## src/rtl/spa_pkg.sv

```systemverilog
package spa_pkg;

  typedef enum logic [1:0] {
    OP_CREATE = 2'd0,
    OP_APPEND = 2'd1,
    OP_EXTEND = 2'd2,
    OP_FREE   = 2'd3
  } spa_op_e;

  typedef enum logic [1:0] {
    ST_IDLE   = 2'd0,
    ST_CREATE = 2'd1,
    ST_WALK   = 2'd2
  } spa_state_e;

endpackage

```

## src/rtl/spa_min_pick.sv

```systemverilog
// Balanced reduction tree: finds the free segment with the smallest wear
// count, preferring the lower index on equal counts.
module spa_min_pick #(
  parameter int NSEG  = 64,
  parameter int CNT_W = 8,
  localparam int SEG_W = $clog2(NSEG)
) (
  input  logic [NSEG-1:0]  free_mask,
  input  logic [CNT_W-1:0] cnt_all [NSEG],
  output logic             found,
  output logic [SEG_W-1:0] pick_seg,
  output logic [CNT_W-1:0] pick_cnt
);

  for (genvar l = SEG_W; l >= 0; l--) begin : g_lvl
    localparam int NN = 1 << l;
    logic             v  [NN];
    logic [SEG_W-1:0] ix [NN];
    logic [CNT_W-1:0] c  [NN];

    if (l == SEG_W) begin : g_leaf
      for (genvar k = 0; k < NN; k++) begin : g_k
        assign v[k]  = free_mask[k];
        assign ix[k] = SEG_W'(k);
        assign c[k]  = cnt_all[k];
      end
    end else begin : g_node
      for (genvar k = 0; k < NN; k++) begin : g_k
        logic take_hi;
        assign take_hi = g_lvl[l+1].v[2*k+1] &&
                         (!g_lvl[l+1].v[2*k] ||
                          (g_lvl[l+1].c[2*k+1] < g_lvl[l+1].c[2*k]));
        assign v[k]  = g_lvl[l+1].v[2*k] || g_lvl[l+1].v[2*k+1];
        assign ix[k] = take_hi ? g_lvl[l+1].ix[2*k+1] : g_lvl[l+1].ix[2*k];
        assign c[k]  = take_hi ? g_lvl[l+1].c[2*k+1]  : g_lvl[l+1].c[2*k];
      end
    end
  end

  assign found    = g_lvl[0].v[0];
  assign pick_seg = g_lvl[0].ix[0];
  assign pick_cnt = g_lvl[0].c[0];

endmodule

```

## src/rtl/spa_seg_table.sv

```systemverilog
// Per-segment state registers with one read port and four write commands.
module spa_seg_table #(
  parameter int NSEG  = 64,
  parameter int NPAGE = 32,
  parameter int CNT_W = 8,
  localparam int SEG_W  = $clog2(NSEG),
  localparam int PAGE_W = $clog2(NPAGE),
  localparam int LINK_W = SEG_W + 1
) (
  input  logic              clk,
  input  logic              rst_n,
  input  logic              alloc_en,
  input  logic [SEG_W-1:0]  alloc_seg,
  input  logic              alloc_head,
  input  logic              link_en,
  input  logic [SEG_W-1:0]  link_seg,
  input  logic [LINK_W-1:0] link_tgt,
  input  logic              bump_en,
  input  logic [SEG_W-1:0]  bump_seg,
  input  logic              rel_en,
  input  logic [SEG_W-1:0]  rel_seg,
  input  logic [SEG_W-1:0]  rd_seg,
  output logic              rd_used,
  output logic              rd_head,
  output logic [LINK_W-1:0] rd_next,
  output logic [PAGE_W-1:0] rd_ptr,
  output logic [CNT_W-1:0]  rd_cnt_wr,
  output logic [NSEG-1:0]   free_mask,
  output logic [CNT_W-1:0]  cnt_all [NSEG]
);

  localparam logic [LINK_W-1:0] LINK_NONE = '1;
  localparam logic [PAGE_W-1:0] PTR_LAST  = PAGE_W'(NPAGE - 1);
  localparam logic [CNT_W-1:0]  CNT_MAX   = '1;

  logic              used_q [NSEG];
  logic              head_q [NSEG];
  logic [LINK_W-1:0] next_q [NSEG];
  logic [PAGE_W-1:0] ptr_q  [NSEG];
  logic [CNT_W-1:0]  cnt_q  [NSEG];

  for (genvar s = 0; s < NSEG; s++) begin : g_ent
    logic              hit_alloc, hit_link, hit_bump, hit_rel, ent_we;
    logic              used_d, head_d;
    logic [LINK_W-1:0] next_d;
    logic [PAGE_W-1:0] ptr_d;
    logic [CNT_W-1:0]  cnt_d;

    assign hit_alloc = alloc_en && (alloc_seg == SEG_W'(s));
    assign hit_link  = link_en  && (link_seg  == SEG_W'(s));
    assign hit_bump  = bump_en  && (bump_seg  == SEG_W'(s));
    assign hit_rel   = rel_en   && (rel_seg   == SEG_W'(s));
    assign ent_we    = hit_alloc || hit_link || hit_bump || hit_rel;

    always_comb begin
      used_d = used_q[s];
      head_d = head_q[s];
      next_d = next_q[s];
      ptr_d  = ptr_q[s];
      cnt_d  = cnt_q[s];
      if (hit_rel) begin
        used_d = 1'b0;
        head_d = 1'b0;
        next_d = LINK_NONE;
      end
      if (hit_alloc) begin
        used_d = 1'b1;
        head_d = alloc_head;
        next_d = LINK_NONE;
        ptr_d  = '0;
      end
      if (hit_link) begin
        next_d = link_tgt;
      end
      if (hit_bump) begin
        if (ptr_q[s] == PTR_LAST) begin
          ptr_d = '0;
          if (cnt_q[s] != CNT_MAX) cnt_d = cnt_q[s] + 1'b1;
        end else begin
          ptr_d = ptr_q[s] + 1'b1;
        end
      end
    end

    always_ff @(posedge clk or negedge rst_n) begin
      if (!rst_n) begin
        used_q[s] <= 1'b0;
        head_q[s] <= 1'b0;
        next_q[s] <= LINK_NONE;
        ptr_q[s]  <= '0;
        cnt_q[s]  <= '0;
      end else if (ent_we) begin
        used_q[s] <= used_d;
        head_q[s] <= head_d;
        next_q[s] <= next_d;
        ptr_q[s]  <= ptr_d;
        cnt_q[s]  <= cnt_d;
      end
    end

    assign free_mask[s] = !used_q[s];
    assign cnt_all[s]   = cnt_q[s];
  end

  assign rd_used = used_q[rd_seg];
  assign rd_head = head_q[rd_seg];
  assign rd_next = next_q[rd_seg];
  assign rd_ptr  = ptr_q[rd_seg];

  // Count that results from writing the page at rd_ptr.
  always_comb begin
    rd_cnt_wr = cnt_q[rd_seg];
    if ((ptr_q[rd_seg] == PTR_LAST) && (cnt_q[rd_seg] != CNT_MAX))
      rd_cnt_wr = cnt_q[rd_seg] + 1'b1;
  end

endmodule

```

## src/rtl/spa_ctrl.sv

```systemverilog
// Request sequencer: accepts one request, walks a file chain one segment
// per cycle, issues table writes and a registered one-cycle grant.
module spa_ctrl
  import spa_pkg::*;
#(
  parameter int NSEG  = 64,
  parameter int NPAGE = 32,
  parameter int CNT_W = 8,
  localparam int SEG_W  = $clog2(NSEG),
  localparam int PAGE_W = $clog2(NPAGE),
  localparam int LINK_W = SEG_W + 1,
  localparam int ADDR_W = SEG_W + PAGE_W
) (
  input  logic              clk,
  input  logic              rst_n,
  input  logic              req_valid,
  input  logic [1:0]        req_op,
  input  logic [SEG_W-1:0]  req_file,
  output logic              req_ready,
  output logic              gnt_valid,
  output logic              gnt_err,
  output logic [SEG_W-1:0]  gnt_file,
  output logic [ADDR_W-1:0] gnt_page,
  output logic [CNT_W-1:0]  gnt_wear,
  output logic [SEG_W-1:0]  rd_seg,
  input  logic              rd_used,
  input  logic              rd_head,
  input  logic [LINK_W-1:0] rd_next,
  input  logic [PAGE_W-1:0] rd_ptr,
  input  logic [CNT_W-1:0]  rd_cnt_wr,
  input  logic              pick_found,
  input  logic [SEG_W-1:0]  pick_seg,
  input  logic [CNT_W-1:0]  pick_cnt,
  output logic              alloc_en,
  output logic [SEG_W-1:0]  alloc_seg,
  output logic              alloc_head,
  output logic              link_en,
  output logic [SEG_W-1:0]  link_seg,
  output logic [LINK_W-1:0] link_tgt,
  output logic              bump_en,
  output logic [SEG_W-1:0]  bump_seg,
  output logic              rel_en,
  output logic [SEG_W-1:0]  rel_seg
);

  localparam logic [LINK_W-1:0] LINK_NONE = '1;

  spa_state_e        state_q, state_d;
  spa_op_e           op_q, op_d;
  logic [SEG_W-1:0]  file_q, file_d;
  logic [SEG_W-1:0]  cur_q, cur_d;
  logic              gv_q, gv_d, ge_q, ge_d;
  logic [SEG_W-1:0]  gf_q, gf_d;
  logic [ADDR_W-1:0] gp_q, gp_d;
  logic [CNT_W-1:0]  gw_q, gw_d;
  logic              at_tail;

  assign rd_seg  = (state_q == ST_IDLE) ? req_file : cur_q;
  assign at_tail = (rd_next == LINK_NONE);

  always_comb begin
    state_d    = state_q;
    op_d       = op_q;
    file_d     = file_q;
    cur_d      = cur_q;
    gv_d       = 1'b0;
    ge_d       = 1'b0;
    gf_d       = gf_q;
    gp_d       = gp_q;
    gw_d       = gw_q;
    alloc_en   = 1'b0;
    alloc_seg  = pick_seg;
    alloc_head = 1'b0;
    link_en    = 1'b0;
    link_seg   = cur_q;
    link_tgt   = LINK_W'(pick_seg);
    bump_en    = 1'b0;
    bump_seg   = cur_q;
    rel_en     = 1'b0;
    rel_seg    = cur_q;

    unique case (state_q)
      ST_IDLE: begin
        if (req_valid) begin
          op_d   = spa_op_e'(req_op);
          file_d = req_file;
          cur_d  = req_file;
          if (spa_op_e'(req_op) == OP_CREATE) begin
            state_d = ST_CREATE;
          end else if (rd_used && rd_head) begin
            state_d = ST_WALK;
          end else begin
            gv_d = 1'b1; ge_d = 1'b1;
            gf_d = req_file; gp_d = '0; gw_d = '0;
          end
        end
      end

      ST_CREATE: begin
        state_d = ST_IDLE;
        gv_d    = 1'b1;
        if (pick_found) begin
          alloc_en   = 1'b1;
          alloc_head = 1'b1;
          gf_d = pick_seg; gp_d = {pick_seg, PAGE_W'(0)}; gw_d = pick_cnt;
        end else begin
          ge_d = 1'b1; gf_d = '0; gp_d = '0; gw_d = '0;
        end
      end

      ST_WALK: begin
        if (op_q == OP_FREE) begin
          rel_en = 1'b1;
          if (at_tail) begin
            state_d = ST_IDLE;
            gv_d = 1'b1; gf_d = file_q; gp_d = '0; gw_d = '0;
          end else begin
            cur_d = rd_next[SEG_W-1:0];
          end
        end else if (!at_tail) begin
          cur_d = rd_next[SEG_W-1:0];
        end else if (op_q == OP_APPEND) begin
          bump_en = 1'b1;
          state_d = ST_IDLE;
          gv_d = 1'b1; gf_d = file_q; gp_d = {cur_q, rd_ptr}; gw_d = rd_cnt_wr;
        end else begin
          state_d = ST_IDLE;
          gv_d    = 1'b1;
          if (pick_found) begin
            link_en  = 1'b1;
            alloc_en = 1'b1;
            gf_d = pick_seg; gp_d = {pick_seg, PAGE_W'(0)}; gw_d = pick_cnt;
          end else begin
            ge_d = 1'b1; gf_d = file_q; gp_d = '0; gw_d = '0;
          end
        end
      end

      default: state_d = ST_IDLE;
    endcase
  end

  always_ff @(posedge clk or negedge rst_n) begin
    if (!rst_n) begin
      state_q <= ST_IDLE;
      op_q    <= OP_CREATE;
      file_q  <= '0;
      cur_q   <= '0;
      gv_q    <= 1'b0;
      ge_q    <= 1'b0;
      gf_q    <= '0;
      gp_q    <= '0;
      gw_q    <= '0;
    end else begin
      state_q <= state_d;
      op_q    <= op_d;
      file_q  <= file_d;
      cur_q   <= cur_d;
      gv_q    <= gv_d;
      ge_q    <= ge_d;
      gf_q    <= gf_d;
      gp_q    <= gp_d;
      gw_q    <= gw_d;
    end
  end

  assign req_ready = (state_q == ST_IDLE);
  assign gnt_valid = gv_q;
  assign gnt_err   = ge_q;
  assign gnt_file  = gf_q;
  assign gnt_page  = gp_q;
  assign gnt_wear  = gw_q;

endmodule

```

## src/rtl/seg_page_alloc.sv

```systemverilog
module seg_page_alloc #(
  parameter int NSEG  = 64,
  parameter int NPAGE = 32,
  parameter int CNT_W = 8,
  localparam int SEG_W  = $clog2(NSEG),
  localparam int PAGE_W = $clog2(NPAGE),
  localparam int LINK_W = SEG_W + 1,
  localparam int ADDR_W = SEG_W + PAGE_W
) (
  input  logic              clk,
  input  logic              rst_n,
  input  logic              req_valid,
  input  logic [1:0]        req_op,
  input  logic [SEG_W-1:0]  req_file,
  output logic              req_ready,
  output logic              gnt_valid,
  output logic              gnt_err,
  output logic [SEG_W-1:0]  gnt_file,
  output logic [ADDR_W-1:0] gnt_page,
  output logic [CNT_W-1:0]  gnt_wear
);

  // Reset: asserts at once, releases on the second clock edge.
  logic [1:0] rst_pipe;
  logic       rst_s;
  always_ff @(posedge clk or negedge rst_n) begin
    if (!rst_n) rst_pipe <= 2'b00;
    else        rst_pipe <= {rst_pipe[0], 1'b1};
  end
  assign rst_s = rst_pipe[1];

  logic [SEG_W-1:0]  rd_seg;
  logic              rd_used, rd_head;
  logic [LINK_W-1:0] rd_next;
  logic [PAGE_W-1:0] rd_ptr;
  logic [CNT_W-1:0]  rd_cnt_wr;
  logic [NSEG-1:0]   free_mask;
  logic [CNT_W-1:0]  cnt_all [NSEG];
  logic              pick_found;
  logic [SEG_W-1:0]  pick_seg;
  logic [CNT_W-1:0]  pick_cnt;
  logic              alloc_en, alloc_head, link_en, bump_en, rel_en;
  logic [SEG_W-1:0]  alloc_seg, link_seg, bump_seg, rel_seg;
  logic [LINK_W-1:0] link_tgt;

  spa_seg_table #(.NSEG(NSEG), .NPAGE(NPAGE), .CNT_W(CNT_W)) u_table (
    .clk(clk), .rst_n(rst_s),
    .alloc_en(alloc_en), .alloc_seg(alloc_seg), .alloc_head(alloc_head),
    .link_en(link_en), .link_seg(link_seg), .link_tgt(link_tgt),
    .bump_en(bump_en), .bump_seg(bump_seg),
    .rel_en(rel_en), .rel_seg(rel_seg),
    .rd_seg(rd_seg), .rd_used(rd_used), .rd_head(rd_head),
    .rd_next(rd_next), .rd_ptr(rd_ptr), .rd_cnt_wr(rd_cnt_wr),
    .free_mask(free_mask), .cnt_all(cnt_all)
  );

  spa_min_pick #(.NSEG(NSEG), .CNT_W(CNT_W)) u_pick (
    .free_mask(free_mask), .cnt_all(cnt_all),
    .found(pick_found), .pick_seg(pick_seg), .pick_cnt(pick_cnt)
  );

  spa_ctrl #(.NSEG(NSEG), .NPAGE(NPAGE), .CNT_W(CNT_W)) u_ctrl (
    .clk(clk), .rst_n(rst_s),
    .req_valid(req_valid), .req_op(req_op), .req_file(req_file),
    .req_ready(req_ready),
    .gnt_valid(gnt_valid), .gnt_err(gnt_err), .gnt_file(gnt_file),
    .gnt_page(gnt_page), .gnt_wear(gnt_wear),
    .rd_seg(rd_seg), .rd_used(rd_used), .rd_head(rd_head),
    .rd_next(rd_next), .rd_ptr(rd_ptr), .rd_cnt_wr(rd_cnt_wr),
    .pick_found(pick_found), .pick_seg(pick_seg), .pick_cnt(pick_cnt),
    .alloc_en(alloc_en), .alloc_seg(alloc_seg), .alloc_head(alloc_head),
    .link_en(link_en), .link_seg(link_seg), .link_tgt(link_tgt),
    .bump_en(bump_en), .bump_seg(bump_seg),
    .rel_en(rel_en), .rel_seg(rel_seg)
  );

endmodule

```

## config.mk

```make
export PLATFORM = sky130hd
export DESIGN_NAME = seg_page_alloc
export DESIGN_NICKNAME = d
export VERILOG_FILES = /design/src/rtl/spa_pkg.sv /design/src/rtl/spa_min_pick.sv /design/src/rtl/spa_seg_table.sv /design/src/rtl/spa_ctrl.sv /design/src/rtl/seg_page_alloc.sv
export SDC_FILE = /design/constraint.sdc
export NUM_CORES = 2
export LEC_CHECK = 0
export BUFFER_PORTS_ARGS = -buffer_cell sky130_fd_sc_hd__buf_4
export CORE_MARGIN = 1
export CORE_UTILIZATION = 50
export CTS_BUF_LIST = sky130_fd_sc_hd__clkbuf_4 sky130_fd_sc_hd__clkbuf_8
export DETAILED_ROUTE_END_ITERATION = 7
export GPL_ROUTABILITY_DRIVEN = 0
export PLACE_DENSITY = 0.76
export SLEW_MARGIN = 15
export SYNTH_ARGS = -nofsm -noshare
export SYNTH_HDL_FRONTEND = slang
export SYNTH_SLANG_ARGS = --single-unit
export TNS_END_PERCENT = 10
```

## constraint.sdc

```tcl
create_clock -name clk -period 57.9 [get_ports clk]
set_input_delay 8.685 -clock clk [delete_from_list [all_inputs] [get_ports clk]]
set_output_delay 8.685 -clock clk [all_outputs]
set_load 0.01 [all_outputs]
```

# Yosys cells after proc, flatten, opt, wreduce, memory -nomap -nowiden
# Cells that the tools add are included.
[word_totals]
register_bits = 1453
input_bits = 11
output_inout_bits = 28
word_cells = 2761
[op_classes]
add_sub_neg = 129
magnitude_cmp = 64
n_eq_ne = 267
n_mux = 778
bitwise_logic = 1
n_reduce_logical = 1192
[op_table]
columns = ["cell", "n"]
rows = [
  ["7-bit 2-to-1 mux", 194],
  ["5-bit 2-to-1 mux", 194],
  ["8-bit 2-to-1 mux", 74],
  ["8-bit by 1-bit adder with 8-bit output (second input constant)", 65],
  ["8-bit inequality test (second input constant)", 65],
  ["8-bit less-than comparator", 63],
  ["2-bit AND reduction", 193],
  ["6-bit equality test (second input constant)", 64],
  ["5-bit equality test (second input constant)", 65],
  ["1-bit logical AND", 321],
  ["5-bit by 1-bit adder with 5-bit output (second input constant)", 64],
  ["1-bit logical OR", 318],
  ["6-bit 2-to-1 mux", 43],
  ["2-bit nonzero test", 129],
  ["4-bit AND reduction", 64],
  ["1-bit 2-to-1 mux", 248],
  ["3-bit nonzero test", 65],
  ["6-bit by 5-bit equality test with 1-bit output (second input constant)", 32],
  ["6-bit by 4-bit equality test with 1-bit output (second input constant)", 16],
  ["1-bit zero test", 95],
  ["11-bit 2-to-1 mux", 8],
  ["8-bit binary-select mux with 6-bit select", 1],
  ["6-bit by 3-bit equality test with 1-bit output (second input constant)", 8],
  ["7-bit binary-select mux with 6-bit select", 1],
  ["other kinds (24)", 41],
]

# Logic depth before layout (Yosys ltp)
[logic_depth]
depth_word = 30
ltp_mapped = 72
mapped_depth_nobuf = 62

# Modules after synthesis
# A second synthesis with hierarchy kept.
[unflattened]
hier_cells = 9056
area_unflattened_um2 = 94858.5
[by_module_without_submodules]
columns = ["module", "n_inst", "cells_each", "area_each_um2", "seq_area_each_um2"]
rows = [
  ["spa_seg_table", 1, 5974, 72229.3, 35794.3],
  ["spa_min_pick", 1, 2852, 20005.4, 0.0],
  ["spa_ctrl", 1, 227, 2570.0, 1076.0],
  ["seg_page_alloc", 1, 3, 53.8, 50.0],
]

# Worst setup path after synthesis
# OpenSTA, ideal clock, no wires.
[synth_path]
kind = "input to register"
start = "in req_file[1]"
end = "reg u_ctrl.gw_q[5], in the netlist u_ctrl.gnt_wear[5]"
arrival_time_ns = 13.730
path_slack_ns = 44.049
cell_stages = 23
path_buffers = 8
cell_sequence = "mux2_2 > buf_2 > buf_1 > buf_1 > buf_2 > buf_1 > buf_2 > buf_2 > buf_2 > mux4_2 > nand2_1 > a311oi_1 > nor3_1 > a21oi_1 > ha_1 > nand2_1 > o31ai_1 > nor2_1 > a21oi_1 > o21ai_0 > a32oi_1 > o31ai_1 > a22o_1"
[synth_via]
elab_chain_len = 12
word_cells_on_any_way = 31
classes_between = "add/sub (1); eq/ne (5); mux (21); bitwise (1); reduce/logical (3)"
[synth_rtl]
columns = ["item", "line", "rtl"]
rows = [
  ["start: declaration", "seg_page_alloc.sv:14", "input logic [SEG_W-1:0] req_file,"],
  ["6-bit 2-to-1 mux (*)", "spa_ctrl.sv:58", "assign rd_seg = (state_q == ST_IDLE) ? req_file : cur_q;"],
  ["6-bit inverter with 7-bit output (implied by the code) (*)", "-", ""],
  ["parallel branches: the longest is 10 deep, another holds 8-bit by 1-bit adder with 8-bit output", "-", ""],
  ["end signal: assignment", "spa_ctrl.sv:163", "gw_q <= gw_d;"],
  ["end: declaration", "spa_ctrl.sv:55", "logic [CNT_W-1:0] gw_q, gw_d;"],
]
# Mark *: on every way between the ends. The select of a mux whose other input is x is not followed.
# A chain may end at the register's enable or synchronous reset.

# Worst setup path after layout
[layout_path]
start = "in req_file[0]"
end = "reg u_table.next_q[190] (netlist bit)"
[layout_via]
elab_chain_len = 14
word_cells_on_any_way = 23
classes_between = "eq/ne (1); mux (13); bitwise (1); reduce/logical (8)"
[layout_rtl]
columns = ["item", "line", "rtl"]
rows = [
  ["6-bit 2-to-1 mux (*)", "spa_ctrl.sv:58", ""],
  ["6-bit inverter with 7-bit output (implied by the code) (*)", "spa_seg_table.sv:107", "assign rd_next = next_q[rd_seg];"],
  ["7-bit binary-select mux with 6-bit select (*)", "spa_seg_table.sv:107", ""],
  ["7-bit 2-to-1 mux (implied by the code) (*) (2 in series)", "spa_seg_table.sv:107", ""],
  ["7-bit equality test (*)", "spa_ctrl.sv:59", "assign at_tail = (rd_next == LINK_NONE);"],
  ["1-bit 2-to-1 mux", "spa_ctrl.sv:120", "end else if (!at_tail) begin"],
  ["1-bit 2-to-1 mux", "spa_ctrl.sv:112", "if (op_q == OP_FREE) begin"],
  ["1-bit one-hot mux with 2 select lines / 1-bit 2-to-1 mux (equally long branches)", "spa_ctrl.sv:82", "unique case (state_q)"],
  ["1-bit logical AND (on tied branches)", "spa_seg_table.sv:49, spa_seg_table.sv:50", ""],
  ["1-bit logical OR (3 in series)", "spa_seg_table.sv:53", "assign ent_we = hit_alloc || hit_link || hit_bump || hit_rel;"],
  ["2-bit AND reduction (no line)", "-", ""],
  ["end signal: indexed assignment", "spa_seg_table.sv:95", "next_q[s] <= next_d;"],
  ["end: declaration", "spa_seg_table.sv:38", "logic [LINK_W-1:0] next_q [NSEG];"],
]
# Every way passes the cells marked *; elsewhere a longest branch is shown, timed or not. The select of a mux whose other input is x is not followed.

==> metrics <==
HP Class flip-flop to asynchronous set/reset pin; deepest clock path buffer count 4; post-layout minimum cycle time 17.20 ns; DP Area 99,300 um^2; P&R area growth vs syn 8.65%; failing checks DRC; initial antenna violation count 13; Avg Vias per Cell 6.74; Setup CP Type input port to flip-flop; CTS Hold Bufs 0; I/O pins 39; post-synthesis sequential area ratio 0.383; Worst Clk Skew 0.0684 ns; adder-cell share of the synthesized area 0.0781; FILL cells 16,200; setup ws final 40.70 ns; synth top area cells dfrtp_1, dfstp_2, ha_1; Final ANT Viol Nets 0; top_reg_cell synth dfrtp_1; Peak Freq 58.2 MHz; Die ar. 195,000 um^2; core area 191,000 um^2; most frequent cell after synthesis nand2_1; status complete, but fails checks; reg-to-reg endpoint u_table.next_q[156]; Synth async-reset ratio 1.00; CTS Sinks 1,453; cell type with the largest total area after synthesis dfrtp_1; compound-gate portion of the synthesized area 0.174; mux share of post-synthesis cell area 0.120; global-route wire length before repair 492 mm; layout cell share with drive strength beyond 1 0.167; Worst setup SP type input port; post-synthesis xor/xnor area fraction 0.0412; slowest CP cell nor3_2; Post-CTS Resized 0; max cap viols 0; top-area cell type share of the netlist area 0.261; routed wire length 320 mm; R2R Path Start u_table.cnt_all[391]; Final Hold Vio Count 0; largest net degree at the start of global routing 140; wire per inst 25.4 um; worst-margin pin slew 1.39 ns; Crit path top cell by count buf_4; IO Port Bufs 38; Die Ht 441 um; r2r worst-path depth 54; Slew headroom 0.0677; final period utilization 0.297; Critical Path Sink Type flip-flop; nets@finish 10,500; post-synthesis simple-gate area fraction 0.165; vias in the first global route 83,500; postcts setup bufs 0; clock latency at the later pin of the worst-skew pair 1.07 ns; final setup vio count 0; R2R Setup Slk 41.27 ns; syn_nets 10,500; worst hold slack 0.301 ns; post-route cell area 105,000 um^2; CP Cell Sequence buf_4, mux2_8, buf_4, buf_4, mux4_2, a211oi_1, a311oi_1, nor3_1, a21oi_1, nand4_1, nor3_2, and3_2, buf_4, o21a_1, nand3_1, or3_1, nor3_1, a21o_1, o22a_1; H-tree level count 5; Setup TNS 0 ns; Total GRT Usage 0.326; GRT Residual Overflow 0; RSZ-0062 raised after global routing no; FP Rows 160; Max FO, Critical Path 86; syn avg cell area 9.76 um^2; total number of vias 84,900; Post-synth top cells nand2_1, dfrtp_1, nor2_1, ha_1, inv_1; post-synthesis sequential element count 1,453; CTS tree done; Residual DRC 6; Initial Utilization 0.505; CTS Root Cell clkbuf_8; synthesized cell area 96,500 um^2; Reg clk slew, reported paths 0.07 ns; Die X 441 um; synthesized instance count 9,889; CP required 58.89 ns; Post-synth EDFFs 0; dpl ws 40.33 ns; Worst Path Arrival 18.19 ns; initial drt markers 10,600; drt pass-1 iters 8; cts bufs inserted 274; yosys warns 0; max-slew violations 0; CP peak stage delay 1.02 ns; largest family of logic cells by synthesized area compound AO/OA/AOI/OAI gates; Unique masters post-synth 123; DP HPWL 233 mm
## registers in the layout (all words and copies together), names as in the netlist
signal / cells
u_ctrl.op_q: 2
u_table.ptr_q: 320
u_ctrl.bump_seg: 6
u_ctrl.gnt_page: 11
u_ctrl.gnt_file: 6
u_table.next_q: 448
u_ctrl.gnt_wear: 8
u_table.used_q: 64
u_ctrl.file_q: 6
u_table.head_q: 64
u_ctrl.gnt_valid: 1
u_ctrl.state_q: 2
rst_pipe: 2
u_ctrl.gnt_err: 1
u_table.cnt_all: 512
## cells by family (layout without fill, tap and decap cells)
| group | count (synthesis) | count (layout) |
|---|---|---|
| compound gates | 2341 | 2341 |
| xor+xnor | 454 | 454 |
| fa+ha+maj | 603 | 603 |
| buf+inv | 954 | 1159 |
| flops | 1453 | 1453 |
| mux | 736 | 736 |
| other cells | 1 | 7 |
| simple gates | 3347 | 3347 |
## layer usage
metal / up-vias / wire, um / global-route usage
li1: 36600 / - / -
met1: 41700 / 118000 / 0.405
met2: 5349 / 138000 / 0.486
met3: 1307 / 39400 / 0.104
met4: 21 / 24700 / 0.213
met5: - / 380 / 0.00538
## critical path: cells and delay by family
kind | cells | cell delay [ns]
compound gates | 6 | 2.21
buf+inv | 4 | 2.25
mux | 2 | 1.10
simple gates | 7 | 3.72
## worst max path at each step
stage | slack, ns | cells after the start | from | endpoint
2_1_floorplan | 15.18 | 0 | rst_pipe[1] | u_ctrl.bump_seg[0]
3_3_place_gp | 40.44 | 19 | req_file[0] | u_table.next_q[194]
3_5_place_dp | 40.33 | 19 | req_file[0] | u_table.next_q[190]
4_1_cts | 41.40 | 19 | req_file[0] | u_table.next_q[191]
5_1_grt | 40.53 | 58 | u_table.cnt_all[457] | u_table.next_q[135]
6_report | 40.70 | 19 | req_file[0] | u_table.next_q[190]
## metrics by stage
step / cells / util
4_1_cts: 12600 / 0.549
3_5_place_dp: 12100 / 0.520
3_3_place_gp: 12100 / 0.520
2_1_floorplan: 9889 / -
6_report: 12600 / 0.549
5_1_grt: 12600 / 0.549
## cells in the final DEF (no fill, tap or decap), types with 143 or more instances in the layout
cell type	n
nand2_1	1302
dfrtp_1	1004
nor2_1	619
ha_1	598
inv_1	555
o21ai_0	499
dfstp_2	448
xnor2_1	378
clkbuf_8	335
nand3_1	331
a21oi_1	329
mux4_2	320
mux2i_1	280
o32a_1	221
nor3_1	198
and3_1	155
o22a_1	155
a21o_1	148
and2_1	144
nand4_1	143
## area by class of cell
type,count,area [um^2],area share
clock buffer,423,5270,0.0503
multi-input combinational,7482,56000,0.534
inverter,556,2090,0.0199
timing repair buffer,145,1110,0.0106
clock inverter,35,267,0.00254
sequential,1453,36900,0.352
antenna,6,15.0,0.000143
tap,2511,3140,0.0300
Power is left out: the tool's default activity adds up to more than one toggle a clock period on the data nets, which glitch-free logic cannot reach.
